[config.mk]
export PLATFORM = sky130hd
export DESIGN_NAME = hdlc_addr_screen
export DESIGN_NICKNAME = d
export VERILOG_FILES = /design/src/rtl/hdlc_addr_pkg.sv /design/src/rtl/hdlc_addr_cfg_latch.sv /design/src/rtl/hdlc_addr_match.sv /design/src/rtl/hdlc_addr_screen.sv
export SDC_FILE = /design/constraint.sdc
export NUM_CORES = 1
export LEC_CHECK = 0
export BUFFER_PORTS_ARGS = -buffer_cell sky130_fd_sc_hd__buf_4
export CAP_MARGIN = 0
export CORE_MARGIN = 2
export CORE_UTILIZATION = 40
export CTS_CLUSTER_SIZE = 16
export DETAILED_ROUTE_END_ITERATION = 8
export PLACE_DENSITY = 0.58
export SLEW_MARGIN = 20
export SYNTH_ARGS = -nofsm -noshare
export SYNTH_HDL_FRONTEND = slang
export SYNTH_SLANG_ARGS = --single-unit
[constraint.sdc]
create_clock -name clk -period 2.1 [get_ports clk]
set_clock_uncertainty 0.15 [all_clocks]
set_input_delay 0.42 -clock clk [delete_from_list [all_inputs] [get_ports clk]]
set_output_delay 0.42 -clock clk [all_outputs]
set_load 0.01 [all_outputs]
[src/rtl/hdlc_addr_pkg.sv]
package hdlc_addr_pkg;
  localparam int BYTE_W = 8;
  localparam int CR_POS = 1;
  typedef logic [BYTE_W-1:0] byte_t;
  localparam byte_t GROUP_ADDR = 8'hFE;

  typedef enum logic [1:0] {AM_NONE = 2'd0, AM_BYTE = 2'd1, AM_WORD = 2'd2, AM_AUTO = 2'd3} amode_e;
  typedef enum logic [1:0] {HH_NONE = 2'd0, HH_GROUP = 2'd1, HH_SET1 = 2'd2, HH_SET2 = 2'd3} hihit_e;

  typedef struct packed {
    amode_e mode;
    logic   cr_en;
    byte_t  hi1;
    byte_t  hi2;
    byte_t  lo1;
    byte_t  lo2;
  } acfg_t;

  function automatic byte_t cr_mask(input logic cr_en);
    byte_t m;
    m = '1;
    if (cr_en) m[CR_POS] = 1'b0;
    return m;
  endfunction

  function automatic logic masked_eq(input byte_t a, input byte_t b, input logic cr_en);
    return ((a ^ b) & cr_mask(cr_en)) == '0;
  endfunction

  function automatic hihit_e high_hit(input byte_t b, input acfg_t c);
    if (masked_eq(b, GROUP_ADDR, c.cr_en)) return HH_GROUP;
    if (masked_eq(b, c.hi1, c.cr_en))      return HH_SET1;
    if (masked_eq(b, c.hi2, c.cr_en))      return HH_SET2;
    return HH_NONE;
  endfunction

  // {any hit, which: 0 = set1, 1 = set2}
  function automatic logic [1:0] low_hit(input byte_t b, input acfg_t c);
    if (b == c.lo1) return 2'b10;
    if (b == c.lo2) return 2'b11;
    return 2'b00;
  endfunction
endpackage

[src/rtl/hdlc_addr_cfg_latch.sv]
module hdlc_addr_cfg_latch
  import hdlc_addr_pkg::*;
(
  input  logic  clk,
  input  logic  rst_n,
  input  logic  sof_i,
  input  acfg_t cfg_i,
  output acfg_t cfg_q
);
  always_ff @(posedge clk) begin
    if (!rst_n)     cfg_q <= '0;
    else if (sof_i) cfg_q <= cfg_i;
  end

  // settings move only on start-of-frame
  a_r9_cfg_frozen: assert property (@(posedge clk) disable iff (!rst_n)
    !sof_i |=> $stable(cfg_q));
endmodule

[src/rtl/hdlc_addr_match.sv]
module hdlc_addr_match
  import hdlc_addr_pkg::*;
(
  input  byte_t  byte_i,
  input  acfg_t  cfg_i,
  output hihit_e hi_code_o,
  output logic   lo_any_o,
  output logic   lo_sel_o,
  output logic   cr_o
);
  logic [1:0] lo_w;
  assign hi_code_o = high_hit(byte_i, cfg_i);
  assign lo_w      = low_hit(byte_i, cfg_i);
  assign lo_any_o  = lo_w[1];
  assign lo_sel_o  = lo_w[0];
  assign cr_o      = cfg_i.cr_en & byte_i[CR_POS];
endmodule

[src/rtl/hdlc_addr_screen.sv]
module hdlc_addr_screen
  import hdlc_addr_pkg::*;
(
  input  logic       clk,
  input  logic       rst_n,
  input  logic       sof_i,
  input  logic       byte_vld_i,
  input  logic [7:0] byte_i,
  input  logic       eof_i,
  input  logic [1:0] mode_i,
  input  logic       cr_en_i,
  input  logic [7:0] hi_set1_i,
  input  logic [7:0] hi_set2_i,
  input  logic [7:0] lo_set1_i,
  input  logic [7:0] lo_set2_i,
  output logic       dec_vld_o,
  output logic       accept_o,
  output logic [1:0] hi_hit_o,
  output logic       lo_hit_o,
  output logic       cr_bit_o,
  output logic       auto_conn_o,
  output logic       abort_o
);
  typedef enum logic [1:0] {ST_IDLE, ST_FIRST, ST_SECOND, ST_DONE} st_e;

  acfg_t  cfg_in, cfg_q;
  hihit_e hi_now, hi_keep;
  logic   lo_any, lo_sel, cr_now, cr_keep;
  st_e    st;

  assign cfg_in = '{mode: amode_e'(mode_i), cr_en: cr_en_i, hi1: hi_set1_i,
                    hi2: hi_set2_i, lo1: lo_set1_i, lo2: lo_set2_i};

  hdlc_addr_cfg_latch u_cfg (.clk(clk), .rst_n(rst_n), .sof_i(sof_i), .cfg_i(cfg_in), .cfg_q(cfg_q));
  hdlc_addr_match u_match (.byte_i(byte_i), .cfg_i(cfg_q), .hi_code_o(hi_now),
                           .lo_any_o(lo_any), .lo_sel_o(lo_sel), .cr_o(cr_now));

  // named internal events
  logic in_addr, addr_byte, single_byte_mode, decide_now, abort_now;
  assign in_addr          = (st == ST_FIRST) || (st == ST_SECOND);
  assign addr_byte        = byte_vld_i && in_addr && !sof_i;
  assign single_byte_mode = (cfg_q.mode == AM_NONE) || (cfg_q.mode == AM_BYTE);
  assign decide_now       = addr_byte && ((st == ST_SECOND) || single_byte_mode);
  assign abort_now        = eof_i && in_addr && !sof_i && !decide_now;

  // decision values
  logic   d_acc, d_lo, d_cr, d_auto;
  hihit_e d_hi;
  always_comb begin
    d_acc = 1'b0; d_hi = HH_NONE; d_lo = 1'b0; d_cr = 1'b0; d_auto = 1'b0;
    unique case (cfg_q.mode)
      AM_NONE: d_acc = 1'b1;
      AM_BYTE: begin
        d_acc = (hi_now != HH_NONE);
        d_hi  = hi_now;
        d_cr  = cr_now;
      end
      default: begin
        d_acc  = (hi_keep != HH_NONE) && lo_any;
        d_hi   = d_acc ? hi_keep : HH_NONE;
        d_lo   = d_acc && lo_sel;
        d_cr   = cr_keep;
        d_auto = (cfg_q.mode == AM_AUTO) && d_acc && (hi_keep == HH_SET1) && !lo_sel;
      end
    endcase
  end

  always_ff @(posedge clk) begin
    if (!rst_n) begin
      st <= ST_IDLE; hi_keep <= HH_NONE; cr_keep <= 1'b0;
      dec_vld_o <= 1'b0; abort_o <= 1'b0; accept_o <= 1'b0; hi_hit_o <= '0;
      lo_hit_o <= 1'b0; cr_bit_o <= 1'b0; auto_conn_o <= 1'b0;
    end else begin
      dec_vld_o <= decide_now;
      abort_o   <= abort_now;
      if (sof_i) begin
        st <= ST_FIRST;
        accept_o <= 1'b0; hi_hit_o <= '0; lo_hit_o <= 1'b0;
        cr_bit_o <= 1'b0; auto_conn_o <= 1'b0;
      end else begin
        if (addr_byte && st == ST_FIRST && !single_byte_mode) begin
          hi_keep <= hi_now;
          cr_keep <= cr_now;
          st      <= ST_SECOND;
        end
        if (decide_now) begin
          st <= ST_DONE;
          accept_o <= d_acc; hi_hit_o <= d_hi; lo_hit_o <= d_lo;
          cr_bit_o <= d_cr; auto_conn_o <= d_auto;
        end
        if (eof_i) st <= ST_IDLE;
      end
    end
  end

  // abort and decision never coincide
  a_r7_abort_excl: assert property (@(posedge clk) disable iff (!rst_n)
    !(abort_o && dec_vld_o));
  // auto flag only on the set1/lo1 pair of an accepted frame
  a_r6_auto_pair: assert property (@(posedge clk) disable iff (!rst_n)
    auto_conn_o |-> (accept_o && hi_hit_o == 2'd2 && !lo_hit_o));
  // a reject carries zero hit codes
  a_r2_reject_clear: assert property (@(posedge clk) disable iff (!rst_n)
    (dec_vld_o && !accept_o) |-> (hi_hit_o == 2'd0 && !lo_hit_o));
  // extracted bit held between decision and next start-of-frame
  a_r8_cr_hold: assert property (@(posedge clk) disable iff (!rst_n)
    (!dec_vld_o && !$past(sof_i)) |-> $stable(cr_bit_o));
  // address-less mode always accepts
  a_r4_none_pass: assert property (@(posedge clk) disable iff (!rst_n)
    (dec_vld_o && cfg_q.mode == AM_NONE) |-> accept_o);
  // one decision per frame
  a_r10_single_dec: assert property (@(posedge clk) disable iff (!rst_n)
    dec_vld_o |=> !dec_vld_o);
endmodule

==> results of run 1 <==
==> cells in the final DEF (no fill, tap or decap), types with 2 or more instances in the layout <==
| master | count |
|---|---|
| a21oi_1 | 5 |
| nand2b_1 | 3 |
| ha_1 | 2 |
| dfxtp_1 | 48 |
| nand2_1 | 6 |
| o221a_1 | 2 |
| nor2b_1 | 40 |
| and2_1 | 3 |
| o21ai_0 | 5 |
| xnor2_1 | 15 |
| nor2_1 | 5 |
| o211ai_1 | 2 |
| nor4_4 | 2 |
| clkbuf_8 | 5 |
| nor3b_1 | 2 |
| nand4_1 | 2 |
| nand3_1 | 4 |
| nor4_2 | 2 |
| nor3_1 | 2 |
| inv_1 | 3 |
| xor2_2 | 3 |
| xor2_1 | 14 |
| buf_4 | 60 |
| mux2i_1 | 34 |
==> final timing paths <==
| kind | startpoint | depth (start not counted) | end |
|---|---|---|---|
| setup reg to reg | st[0] | 8 | cr_bit_o |
| hold / removal | eof_i | 2 | st[1] |
| setup / recovery | st[0] | 8 | cr_bit_o |
| hold reg to reg | auto_conn_o | 2 | auto_conn_o |
==> metal layers <==
layer  part of all wire (%)  routed length [µm]  track usage [%]  vias to the layer above
li1                       -                   -                -                      896
met4                    1.2                  63             5.50                        0
met2                     45                2380             27.7                       41
met5                      0                   0                0                        -
met3                    4.4                 233             3.70                        8
met1                     49                2560             23.0                      783
==> kinds of logic (layout without fill, tap and decap cells) <==
logic type	after synthesis	in the layout	share of synthesized area, %
AND/OR/NAND/NOR	79	79	21.6
AO/OA/AOI/OAI	23	23	6.66
adder cells (fa/ha/maj)	2	2	1.02
XOR/XNOR	32	32	12.4
buffers and inverters	21	71	4.97
flip-flops	48	48	39.4
multiplexers	34	34	13.9
==> registers in the layout (all words and copies together) (netlist names) <==
| signal | count |
|---|---|
| u_cfg.cfg_q | 35 |
| hi_hit_o | 2 |
| hi_keep | 2 |
| st | 2 |
| abort_o | 1 |
| accept_o | 1 |
| auto_conn_o | 1 |
| cr_bit_o | 1 |
| cr_keep | 1 |
| dec_vld_o | 1 |
| lo_hit_o | 1 |
==> what timing repair did <==
action                     CTS  global route
resized for setup            0             1
setup endpoints to repair    0             1
hold buffers                 0             0
==> final cells by class <==
class	count	area share (%)
repair buffers	60	15.2
clock inverters	3	0.759
clock buffers	5	2.32
well taps	75	3.16
flip-flops and latches	48	32.4
multi-input cells	170	45.8
inverters	3	0.379
==> power breakdown <==
group	leakage [nW]	switching [mW]	internal [mW]
clock network	0.0485	0.335	0.239
registers	0.394	0.0361	0.955
logic	0.815	0.135	0.169
total	1.26	0.506	1.36
==> impl_metrics.py, run 1 <==
metrics = {
    "status": {
        "status": "completed",
    },
    "layout": {
        "drive_above_1_share_pct": 27.7,
        "post-route-cell-area_um2": 2970,
        "fill_cells": 570,
        "antenna_cells": 0,
        "area_delta_synth_final_pct": 21.6,
        "final_cells": 364,
        "layout.nets": 338,
        "multi_input_area_um2": 1360,
        "utilization_pct": 50.1,
        "seq_area_um2": 961,
    },
    "setup_path": {
        "cp_top_family": "simple AND/OR/NAND/NOR gates",
        "slowest_stage": "dfxtp_1",
        "cp_num_buf_inv": 2,
        "arrival_ps": 1970,
        "crit_chain": "inv_1 -> ha_1 -> nor2b_1 -> a21boi_2 -> nor2b_2 -> buf_4 -> nor2_1 -> a211oi_1",
        "worstPathMaxFanout": 7,
        "worst_setup_path_start_kind": "register",
        "cp-end-kind": "register",
        "cpPeakStageDelay_ps": 370,
        "required_ps": 2180,
        "critPathKind": "reg -> reg",
        "r2r_setup_slack_ps": 210,
    },
    "cts": {
        "cts-root-buf": "clkbuf_8",
        "h-tree-depth": 2,
        "cts_buffer_depth": 2,
        "clock-sinks": 48,
        "clock_latency_ps": 300,
        "numCtsBuffers": 5,
        "postCtsSetupBuffers": 0,
        "tritoncts": "done",
        "clk_pin_slew_worst_paths_ps": 90,
    },
    "detailed_routing": {
        "vias": 1728,
        "ant_nets": 0,
        "dr.pass1.iters": 4,
        "drtIter0Drc": 75,
        "route.detailed.drc": 0,
        "vias_per_cell": 4.75,
        "wl_per_cell_um": 14.4,
        "drt-total-wl_um": 5240,
    },
    "global_route": {
        "grt_use_total_pct": 17.2,
        "overflow": 0,
        "antenna_found_initial": 0,
        "grt_pass1_wl_um": 8680,
        "grt_max_degree": 28,
        "grt_pass1_vias": 1753,
    },
    "pwr": {
        "ir_drop_uv": 397,
        "powerDensity_nw_per_um2": 630,
        "finalPower_mw": 1.87,
        "total_leakage_power_nw": 1.26,
    },
    "synthesis": {
        "synth.most_common_cell": "dfxtp_1",
        "ys_seq_elements": 48,
        "syn-mean-instance-area_um2": 10.2,
        "syn_nets": 289,
        "synth_area_um2": 2440,
        "synthTopCellsByCount": "dfxtp_1 (48), nor2b_1 (41), mux2i_1 (34)",
        "synth_area_leader_cell": "dfxtp_1",
        "synthTopCellsByArea": "dfxtp_1 (39%), mux2i_1 (14%), nor2b_1 (11%)",
        "ys_seq_area_share_pct": 39.4,
        "yosysTopAreaCellShare_pct": 39.4,
        "ys.flop_type": "dfxtp_1",
        "ys_warn_count": 0,
        "synth_edf_count": 0,
        "syn_inst": 239,
        "async_flop_share_pct": 0,
        "ys_types": 41,
    },
    "sta": {
        "timing.hold.ws_ps": 141,
        "worst_slew_pin_slew_ps": 444,
        "setup_slack_ps": 208,
        "rsz0062_at_grt": "false",
        "final_hold_viol_count": 0,
        "slew_headroom_pct": 70.4,
        "finalCritPeriodShare_pct": 90.1,
        "setup_tns_ps": 0,
        "fmax_mhz": 529,
        "finalCriticalPeriod_ps": 1890,
        "finalSetupViolCount": 0,
        "slew_violations": 0,
    },
    "floorplanning": {
        "start_util_pct": 41.2,
        "die_w_um": 82.1,
        "core_area_um2": 5920,
        "die_height_um": 82.1,
        "num_rows": 28,
        "ioPinCount": 56,
        "die-area_um2": 6740,
    },
    "placed_design": {
        "io_buffers": 55,
        "place_congestion": 0.811,
        "placed_area_um2": 2880,
        "dp_worst_setup_slack_ps": 136,
        "hpwl_um": 3930,
        "numPlacedInstances": 356,
    },
    "run": {
        "cap_violations": 0,
    },
    "worst_hold_path": {
        "hp-class": "in -> reg",
    },
}
(Power assumes the default switching activity.)
==> inputs of run 2 (changes only) <==
--- a/config.mk
+++ b/config.mk
@@ -11,7 +11,7 @@
 export CORE_UTILIZATION = 40
 export CTS_CLUSTER_SIZE = 16
 export DETAILED_ROUTE_END_ITERATION = 8
-export PLACE_DENSITY = 0.58
+export PLACE_DENSITY = 0.72
 export SLEW_MARGIN = 20
 export SYNTH_ARGS = -nofsm -noshare
 export SYNTH_HDL_FRONTEND = slang
==> impl_metrics.py, run 2 (synthesis results as in run 1) <==
metrics = {
    "placed_design": {
        "numPlacedInstances": 355,
        "place_congestion": 0.830,
        "hpwl_um": 3890,
        "dp_worst_setup_slack_ps": 85.2,
        "io_buffers": 55,
    },
    "layout": {
        "layout.nets": 337,
        "antenna_cells": 0,
        "final_cells": 363,
        "layout_commonest_cell": "buf_4",
        "drive_above_1_share_pct": 26.7,
        "area_delta_synth_final_pct": 21.5,
        "largest_reg_flops": 35,
        "top_register": "u_cfg.cfg_q",
        "final_cell_mix": "buf_4 (59), dfxtp_1 (48), nor2b_1 (40)",
    },
    "cts": {
        "clk_pin_slew_worst_paths_ps": 80,
        "h-tree-depth": 2,
        "cts_buffer_depth": 2,
        "clock_latency_ps": 300,
        "cts-root-buf": "clkbuf_8",
        "postCtsSetupBuffers": 0,
        "clock-sinks": 48,
        "numCtsBuffers": 5,
        "tritoncts": "done",
    },
    "detailed_routing": {
        "wl_per_cell_um": 14.1,
        "vias": 1771,
        "dr.pass1.iters": 4,
        "drtIter0Drc": 96,
        "ant_nets": 0,
        "route.detailed.drc": 0,
        "drt-total-wl_um": 5110,
        "vias_per_cell": 4.88,
    },
    "setup_path": {
        "worst_setup_path_start_kind": "register",
        "worstPathMaxFanout": 5,
        "critPathKind": "reg -> reg",
        "arrival_ps": 1990,
        "r2r_setup_slack_ps": 180,
        "required_ps": 2170,
        "cp-end-kind": "register",
    },
    "floorplanning": {
        "die-area_um2": 6740,
        "die_w_um": 82.1,
        "ioPinCount": 56,
        "die_height_um": 82.1,
        "start_util_pct": 41.2,
        "core_area_um2": 5920,
        "num_rows": 28,
    },
    "global_route": {
        "grt_max_degree": 28,
        "grt_pass1_wl_um": 8410,
        "grt_pass1_vias": 1764,
        "overflow": 0,
        "grtUsageMet1_pct": 21.6,
        "busiest_layer": "met2",
        "met2_usage_pct": 27.0,
        "use_met3_pct": 3.15,
        "grt_use_total_pct": 16.3,
        "antenna_found_initial": 0,
    },
    "sta": {
        "worst_slew_pin_slew_ps": 466,
        "finalCriticalPeriod_ps": 1920,
        "slew_violations": 0,
        "finalCritPeriodShare_pct": 91.5,
        "setup_slack_ps": 178,
        "setup_tns_ps": 0,
        "finalSetupViolCount": 0,
        "fmax_mhz": 520,
        "rsz0062_at_grt": "false",
        "slew_headroom_pct": 69.0,
        "final_hold_viol_count": 0,
    },
    "pwr": {
        "ir_drop_uv": 375,
        "powerDensity_nw_per_um2": 628,
        "total_leakage_power_nw": 1.25,
    },
    "run": {
        "cap_violations": 0,
    },
    "status": {
        "status": "completed",
    },
    "worst_hold_path": {
        "hp-class": "in -> reg",
    },
}
run 2: metal layers:
| layer | vias to the layer above | routed length [µm] |
|---|---|---|
| met5 | - | 0 |
| li1 | 897 | - |
| met4 | 0 | 51 |
| met3 | 9 | 273 |
| met2 | 51 | 2340 |
| met1 | 814 | 2440 |
run 2: cell type report:
type / count / area (µm²)
fillers: 561 / 2960
multi-input cells: 170 / 1370
flip-flops and latches: 48 / 961
repair buffers: 59 / 443
well taps: 75 / 93.8
clock buffers: 8 / 90.1
inverters: 3 / 11.3
run 2: path summary, 6_finish.rpt:
check	startpoint	end	depth (start not counted)
worst max-delay path	st[0]	cr_bit_o	8
worst min-delay path	eof_i	st[1]	2
worst max register to register	st[0]	cr_bit_o	8
worst min register to register	auto_conn_o	auto_conn_o	2
run 2: timing repair:
| item | 4_1_cts | 5_1_grt |
|---|---|---|
| hold buffers | 0 | 0 |
| setup endpoints to repair | 0 | 4 |
| resized for setup | 0 | 2 |
run 2: report_power, final:
group          total [mW]  switching [mW]  leakage [nW]  internal [mW]
clock network       0.568           0.299        0.0455          0.269
registers           0.994          0.0390         0.394          0.955
logic               0.300           0.131         0.811          0.169
run 2: worst max-delay path, stage by stage (launching register included):
cell	delay, ps
dfxtp_1	370
inv_1	50
ha_1	300
nor2b_1	180
a21boi_2	210
nor2b_4	210
buf_4	150
nor2_1	40
a211oi_1	200
run 2: through the flow:
step                      hold slack, ps  cell area, µm²  utilization (%)  total power, mW
final                                142            2970             50.1             1.86
after detailed placement             323            2870             48.4             1.32
after global placement               314            2870             48.4             1.31
after global routing                 145            2970             50.1             1.95
after floorplan                      339            2440                -             1.21
after CTS                            145            2960             50.0             1.88
